`src/rtl/dma_rq_pkg.sv`:
```
package dma_rq_pkg;
  localparam int WORD_W = 32;
  localparam logic [2:0] FLUSH_SIZE = 3'b110;
  localparam logic [1:0] FLUSH_ID   = 2'b00;
  localparam logic [1:0] FLUSH_MODE = 2'b11;

  // Reserved encoding: size [31:29], id [28:27], mode [25:24]
  function automatic logic is_flush_word(input logic [WORD_W-1:0] w);
    return (w[31:29] == FLUSH_SIZE) && (w[28:27] == FLUSH_ID) &&
           (w[25:24] == FLUSH_MODE);
  endfunction

  // Channel-select subfield of a flush word
  function automatic logic [3:0] flush_sel(input logic [WORD_W-1:0] w);
    return w[23:20];
  endfunction

  // Selector value n in 1..8 names channel n-1; -1 means no target
  function automatic int flush_target(input logic [3:0] sel);
    if (sel >= 4'd1 && sel <= 4'd8) return int'(sel) - 1;
    return -1;
  endfunction
endpackage

```
`src/rtl/dma_rq_decode.sv`:
```
module dma_rq_decode
  import dma_rq_pkg::*;
#(
  parameter int NUM_CH = 8,
  localparam int CH_W = $clog2(NUM_CH)
) (
  input  logic              req_valid,
  input  logic [CH_W-1:0]   req_chan,
  input  logic [WORD_W-1:0] req_word,
  input  logic              sw_clr_we,
  input  logic [NUM_CH-1:0] sw_clr_mask,
  output logic [NUM_CH-1:0] enq_vec,
  output logic [NUM_CH-1:0] cmd_clr_vec,
  output logic [NUM_CH-1:0] clr_vec,
  output logic              cmd_seen
);
  int tgt;

  always_comb begin
    cmd_seen    = req_valid && is_flush_word(req_word);
    tgt         = flush_target(flush_sel(req_word));
    enq_vec     = '0;
    cmd_clr_vec = '0;
    for (int i = 0; i < NUM_CH; i++) begin
      if (req_valid && !cmd_seen && (req_chan == CH_W'(i))) enq_vec[i] = 1'b1;
      if (cmd_seen && (tgt == i)) cmd_clr_vec[i] = 1'b1;
    end
    clr_vec = cmd_clr_vec | (sw_clr_we ? sw_clr_mask : '0);
  end
endmodule

```
`src/rtl/dma_rq_fifo.sv`:
```
module dma_rq_fifo #(
  parameter int DEPTH = 4,
  parameter int W     = 32,
  localparam int PW   = $clog2(DEPTH),
  localparam int CW   = PW + 1
) (
  input  logic         clk,
  input  logic         rst_n,
  input  logic         push,
  input  logic [W-1:0] din,
  input  logic         pop,
  input  logic         flush,
  output logic [W-1:0] head,
  output logic         empty,
  output logic         full,
  output logic         ovf
);
  logic [W-1:0]  mem [DEPTH];
  logic [PW-1:0] wr_ptr, rd_ptr;
  logic [CW-1:0] cnt;
  logic          do_push, do_pop, ovf_evt;

  function automatic logic [PW-1:0] ptr_next(input logic [PW-1:0] p);
    return (p == PW'(DEPTH - 1)) ? '0 : p + 1'b1;
  endfunction

  assign empty   = (cnt == '0);
  assign full    = (cnt == CW'(DEPTH));
  assign do_push = push && !full && !flush;
  assign do_pop  = pop && !empty && !flush;
  assign ovf_evt = push && full && !flush;
  assign head    = mem[rd_ptr];

  always_ff @(posedge clk) begin
    if (do_push) mem[wr_ptr] <= din;
  end

  always_ff @(posedge clk) begin
    if (!rst_n) begin
      wr_ptr <= '0;
      rd_ptr <= '0;
      cnt    <= '0;
      ovf    <= 1'b0;
    end else begin
      if (ovf_evt) ovf <= 1'b1;
      if (flush) begin
        wr_ptr <= '0;
        rd_ptr <= '0;
        cnt    <= '0;
      end else begin
        if (do_push) wr_ptr <= ptr_next(wr_ptr);
        if (do_pop)  rd_ptr <= ptr_next(rd_ptr);
        cnt <= cnt + CW'(do_push) - CW'(do_pop);
      end
    end
  end
endmodule

```
`src/rtl/dma_reqq_bank.sv`:
```
module dma_reqq_bank
  import dma_rq_pkg::*;
#(
  parameter int NUM_CH = 8,
  parameter int DEPTH  = 4,
  localparam int CH_W  = $clog2(NUM_CH)
) (
  input  logic                     clk,
  input  logic                     rst_n,
  input  logic                     req_valid,
  input  logic [CH_W-1:0]          req_chan,
  input  logic [WORD_W-1:0]        req_word,
  input  logic                     sw_clr_we,
  input  logic [NUM_CH-1:0]        sw_clr_mask,
  input  logic [NUM_CH-1:0]        deq_pop,
  output logic [NUM_CH*WORD_W-1:0] deq_head,
  output logic [NUM_CH-1:0]        q_pend,
  output logic [NUM_CH-1:0]        q_full,
  output logic [NUM_CH-1:0]        q_ovf
);
  logic [NUM_CH-1:0] enq_vec, cmd_clr_vec, clr_vec;
  logic              cmd_seen;

  dma_rq_decode #(.NUM_CH(NUM_CH)) u_dec (
    .req_valid  (req_valid),
    .req_chan   (req_chan),
    .req_word   (req_word),
    .sw_clr_we  (sw_clr_we),
    .sw_clr_mask(sw_clr_mask),
    .enq_vec    (enq_vec),
    .cmd_clr_vec(cmd_clr_vec),
    .clr_vec    (clr_vec),
    .cmd_seen   (cmd_seen)
  );

  for (genvar c = 0; c < NUM_CH; c++) begin : g_ch
    logic empty_c;
    dma_rq_fifo #(.DEPTH(DEPTH), .W(WORD_W)) u_fifo (
      .clk  (clk),
      .rst_n(rst_n),
      .push (enq_vec[c]),
      .din  (req_word),
      .pop  (deq_pop[c]),
      .flush(clr_vec[c]),
      .head (deq_head[c*WORD_W +: WORD_W]),
      .empty(empty_c),
      .full (q_full[c]),
      .ovf  (q_ovf[c])
    );
    assign q_pend[c] = !empty_c;
  end
endmodule

```
`config.mk`:
```
export PLATFORM = sky130hd
export DESIGN_NAME = dma_reqq_bank
export DESIGN_NICKNAME = d
export VERILOG_FILES = /design/src/rtl/dma_rq_pkg.sv /design/src/rtl/dma_rq_decode.sv /design/src/rtl/dma_rq_fifo.sv /design/src/rtl/dma_reqq_bank.sv
export SDC_FILE = /design/constraint.sdc
export NUM_CORES = 1
export LEC_CHECK = 0
export BUFFER_PORTS_ARGS = -buffer_cell sky130_fd_sc_hd__buf_2
export CELL_PAD_IN_SITES_DETAIL_PLACEMENT = 1
export CELL_PAD_IN_SITES_GLOBAL_PLACEMENT = 2
export CORE_MARGIN = 2
export CORE_UTILIZATION = 42
export DETAILED_ROUTE_END_ITERATION = 16
export PLACE_DENSITY = 0.75
export REMOVE_ABC_BUFFERS = 1
export SETUP_SLACK_MARGIN = 0.5
export SYNTH_ARGS = -nofsm -noshare
export SYNTH_HDL_FRONTEND = slang
export SYNTH_HIERARCHICAL = 1
export SYNTH_SLANG_ARGS = --single-unit
export TNS_END_PERCENT = 5
```
`constraint.sdc`:
```
create_clock -name clk -period 2.8 [get_ports clk]
set_input_delay 0.42 -clock clk [delete_from_list [all_inputs] [get_ports clk]]
set_output_delay 0.42 -clock clk [all_outputs]
set_load 0.02 [all_outputs]
```
==> impl_metrics.ini, run 1 <==
[status]
status = completed

[setup_path]
critPathMaxFanout = 8
crit_path_end_kind = output port
cp.arrival_ns = 2.13
setup.worst_path.start_class = flop
path_class = reg2out
cp.required_ns = 2.38

[detailed_routing]
ant_nets = 0
drt_pass1_iterations = 7
via_count = 20700
via_per_inst = 5.44
wirelength_mm = 113
drcViolationCount = 0
avgRoutedWirePerCell_microns = 29.7
drt_iter0_drc = 1991

[final_layout]
layout_commonest_cell = edfxtp_1
nNetsFinal = 2528
finish.utilization = 0.518
drive_gt1_frac = 0.427
area_growth_pct = 22.7
final_cell_mix = edfxtp_1, buf_2, mux4_2

[power]
power.leakage_nw = 16.9
power.density_nw_per_um2 = 743
ir_drop_mv = 0.507

[grt]
grt_pass1_vias = 22200
grt.busiest_layer = met2
met1_usage = 0.300
grtUsageTotal = 0.222
grt_max_degree = 33
grt_pass1_wl_mm = 160
use_met2 = 0.362
gr-usage-met3 = 0.0427
antenna_found_initial = 24
gr-total-overflow = 0

[sta]
fin_skew_ns = 0.0261
period_minus_slack_ns = 2.55
finalHoldViolations = 0
rsz0062_at_grt = yes
maxSlewHeadroom = 0.291
worstMarginPinSlew_ns = 1.06
slew_viol_final = 0
hold-worst-slack_ns = 0.119
setup_violations = 0
finalCritPeriodShare = 0.909
timing.fmax_mhz = 393

[floorplan]
core_area_sq_um = 98100
die_w_microns = 318
row_count = 115
pin_count = 335
initial_core_util = 0.422
die_h_microns = 318
die-area_sq_um = 101000

[clock_tree]
ctsHtreeMaxLevel = 3
cts_tree = built
clock-sinks = 1104
clockBufferDepth = 3
holdBufCountCts = 0
clk_latency_ns = 0.71
root_buffer = clkbuf_16
cts_made_buffers = 116
clk_pin_slew_ns = 0.06

[placement]
port_buffers = 334
gp_congestion = 0.801
hpwl_mm = 68.7

[logic_synthesis]
netlist_area_sq_um = 41400
synth_cells = 1863
syn_avg_cell_area_sq_um = 22.2
synth_warnings = 6

[min_path]
min_path_type = in2reg

[flow_run]
drv_cap = 0
-- cell type report --
class,count,area (sq um)
antenna,13,32.5
clock buffer,150,3120
clock inverter,66,649
fill,8746,47300
inverter,65,259
multi-input combinational,629,9020
sequential,1104,32400
tap,1287,1610
timing repair buffer,491,3790
-- metal layers --
| layer | wire length [microns] | vias to the layer above |
|---|---|---|
| met3 | 7550 | 157 |
| met1 | 46100 | 11100 |
| met4 | 3730 | 4 |
| met2 | 55500 | 698 |
| met5 | 22 | - |
| li1 | - | 8709 |
-- power breakdown --
part | switching (mW) | leakage [nW] | internal, mW
registers | 0.195 | 9.87 | 18.2
logic | 2.47 | 5.20 | 1.66
clock network | 6.49 | 1.83 | 8.72
total | 9.15 | 16.9 | 28.6
-- critical path, stage by stage (launching register included) --
cell	delay, ns
dfxtp_4	0.43
buf_12	0.18
mux4_2	0.63
buf_6	0.18
-- path summary, 6_finish.rpt --
kind	endpoint	slack (ns)	startpoint	cells after the start
setup / recovery	deq_head[85]	0.25	flop	3
hold / removal	g_ch[2].u_fifo/mem[3][21]	0.12	req_word[21]	2
setup reg to reg	g_ch[0].u_fifo/cnt[2]	0.53	g_ch[0].u_fifo/cnt[0]	10
hold reg to reg	flop	0.48	g_ch[0].u_fifo/rd_ptr[1]	2
-- state kept, by name, summed over array words and instances, names as in the netlist, named ones only --
name and count:
g_ch.u_fifo/mem 1024, g_ch.u_fifo/cnt 24, g_ch.u_fifo/rd_ptr 16, g_ch.u_fifo/wr_ptr 16, g_ch.u_fifo/ovf 8
-- stage by stage --
| step | std cells | total power [mW] | instance area [sq um] | setup slack, ns | TNS [ns] |
|---|---|---|---|---|---|
| final | 3805 | 37.8 | 50900 | 0.254 | 0 |
| after global routing | 3799 | 39.0 | 50800 | 0.203 | 0 |
| after CTS | 3783 | 38.0 | 50200 | 0.213 | 0 |
| after detailed placement | 3550 | 22.5 | 46000 | -0.725 | -33.07 |
| after global placement | 3550 | 22.4 | 46000 | -0.496 | -5.68 |
| after floorplan | 1798 | 20.8 | 41100 | -0.136 | -0.381 |
-- what timing repair did --
item / in CTS / in global routing
setup buffers: 9 / 8
pin swaps: 5 / 48
gates cloned: 8 / 1
resized for setup: 38 / 121
setup endpoints to repair: 271 / 274
(Power assumes the default switching activity.)
==> run 2, diff against run 1 <==
- MAX_ROUTING_LAYER: not set -> met4
==> run 2 against run 1 <==
  * Design area about the same
  * Highest routed layer is now met4
  * Critical path type unchanged
  * Sequential cell count unchanged
  * Routed wire length down 0.40%
==> impl_metrics.ini, run 2 (synthesis results as in run 1) <==
[power]
seq_power_share = 0.488
combPwrFrac = 0.109
p_clk_frac = 0.403
p_int_mw = 28.6
power.density_nw_per_um2 = 742
power.leakage_nw = 16.9
p_switching_mw = 9.14
ir_drop_mv = 0.508
p_sw_frac = 0.242

[placement]
port_buffers = 334
gp_congestion = 0.813
hpwl_mm = 68.7
dp_slack_ns = -0.725
place_area_sq_um = 46000

[min_path]
min_delay_worst_endpoint = g_ch[2].u_fifo/mem[3][21]
min_path_type = in2reg
worstHoldStart = req_word[21]
hold_path_depth = 2

[detailed_routing]
via_per_inst = 5.46
via_count = 20800
avgRoutedWirePerCell_microns = 29.6
ant_nets = 0
wirelength_mm = 112
drcViolationCount = 0
drt_pass1_iterations = 5
drt_iter0_drc = 1900

[sta]
slew_viol_final = 0
maxSlewHeadroom = 0.284
setup_violations = 0
rsz0062_at_grt = yes
fin_skew_ns = 0.0271
final.setup.worst_slack_ns = 0.258
period_minus_slack_ns = 2.54
timing.fmax_mhz = 393
worstMarginPinSlew_ns = 1.07
finalHoldViolations = 0
finalCritPeriodShare = 0.908

[setup_path]
path_class = reg2out
cp.required_ns = 2.38
rr_startpoint = g_ch[0].u_fifo/cnt[0]
rrSetupSlack_ns = 0.53
critPathMaxFanout = 8
cp.arrival_ns = 2.12
crit_path_end_kind = output port
worst_r2r_path_depth = 10
r2r-end = g_ch[0].u_fifo/cnt[2]
setup.worst_path.start_class = flop

[grt]
grtUsageTotal = 0.229
antenna_found_initial = 25
grt_pass1_wl_mm = 160
grt_pass1_vias = 22200
gr-total-overflow = 0
grt_max_degree = 33

[floorplan]
pin_count = 335
initial_core_util = 0.422
die_h_microns = 318
core_area_sq_um = 98100
row_count = 115
die-area_sq_um = 101000
die_w_microns = 318

[clock_tree]
cts_made_buffers = 116
clk_pin_slew_ns = 0.06
clk_latency_ns = 0.71
cts_tree = built
clockBufferDepth = 3
ctsHtreeMaxLevel = 3
clock-sinks = 1104
root_buffer = clkbuf_16

[final_layout]
final_cell_mix = edfxtp_1, buf_2, mux4_2
largestRegisters = g_ch.u_fifo/mem (1024), g_ch.u_fifo/cnt (24)
max_flop_register = g_ch.u_fifo/mem
stdcell_area_sq_um = 50900
drive_gt1_frac = 0.427
area_growth_pct = 22.7
layout_commonest_cell = edfxtp_1
nNetsFinal = 2527
largest_register_ffs = 1024

[status]
status = completed

[flow_run]
drv_cap = 0
## run 2: cell count changes in the layout (fill, tap and decap cells not counted), sizes merged
| cell | before | now |
|---|---|---|
| diode | 13 | 14 |
| clkbuf | 151 | 150 |
## run 2: area by class of cell
| cell class | count | area (sq um) |
|---|---|---|
| inverters | 65 | 259 |
| multi-input cells | 629 | 9020 |
| clock buffers | 150 | 3120 |
| repair buffers | 490 | 3770 |
| flip-flops and latches | 1104 | 32400 |
| clock inverters | 66 | 649 |
| diodes | 14 | 35.0 |
| fillers | 8742 | 47300 |
| well taps | 1287 | 1610 |
## run 2: worst max-delay path: stages, from the launching register on
cell and delay [ns]:
dfxtp_4 0.43, buf_12 0.18, mux4_2 0.62, buf_6 0.18
## run 2: per-stage QoR
stage | hold WS [ns] | util | cells | TNS (ns) | total power [mW]
after detailed placement | 0.485 | 0.469 | 3550 | -33.07 | 22.5
after floorplan | 0.454 | - | 1798 | -0.381 | 20.8
after CTS | 0.124 | 0.512 | 3783 | 0 | 38.0
after global routing | 0.0901 | 0.518 | 3801 | 0 | 39.0
final | 0.114 | 0.518 | 3805 | 0 | 37.8
after global placement | 0.456 | 0.469 | 3550 | -5.68 | 22.4
## run 2: layer usage
metal  routed length, microns  vias up  GRT usage  share of wire
met5                        0        -          -              0
met2                    55300      737      0.361           0.49
li1                         -     8719          -              -
met1                    46200    11100      0.300           0.41
met3                     7580      163     0.0429          0.067
met4                     3280        0     0.0826          0.029
## run 2: timing repair
action,in CTS,in global routing
endpoints found under the setup margin,271,274
resized for setup,38,124
setup buffers,9,8
cloned,8,0
hold buffers,0,0
pin swaps,5,48
## run 2: how the worst max path moves through the flow
stage                 start                     to  slack [ns]  cells after the start
3_3_place_gp   req_word[21]  g_ch[5].u_fifo/cnt[2]       -0.50                     18
3_5_place_dp   req_word[21]  g_ch[1].u_fifo/cnt[2]       -0.72                     18
6_report               flop           deq_head[85]        0.26                      3
5_1_grt                flop           deq_head[74]        0.20                      3
2_1_floorplan  req_word[20]  g_ch[0].u_fifo/cnt[2]       -0.14                     17
4_1_cts                flop           deq_head[85]        0.21                      3
## run 2: power groups by stage
stage               clock (mW)  sequential (mW)  combinational, mW
floorplan                    0             18.9               1.95
detailed placement           0             18.8               3.78
global placement             0             18.7               3.68
finish                    15.2             18.4               4.12
global route              16.2             18.4               4.38
CTS                       15.5             18.4               3.99
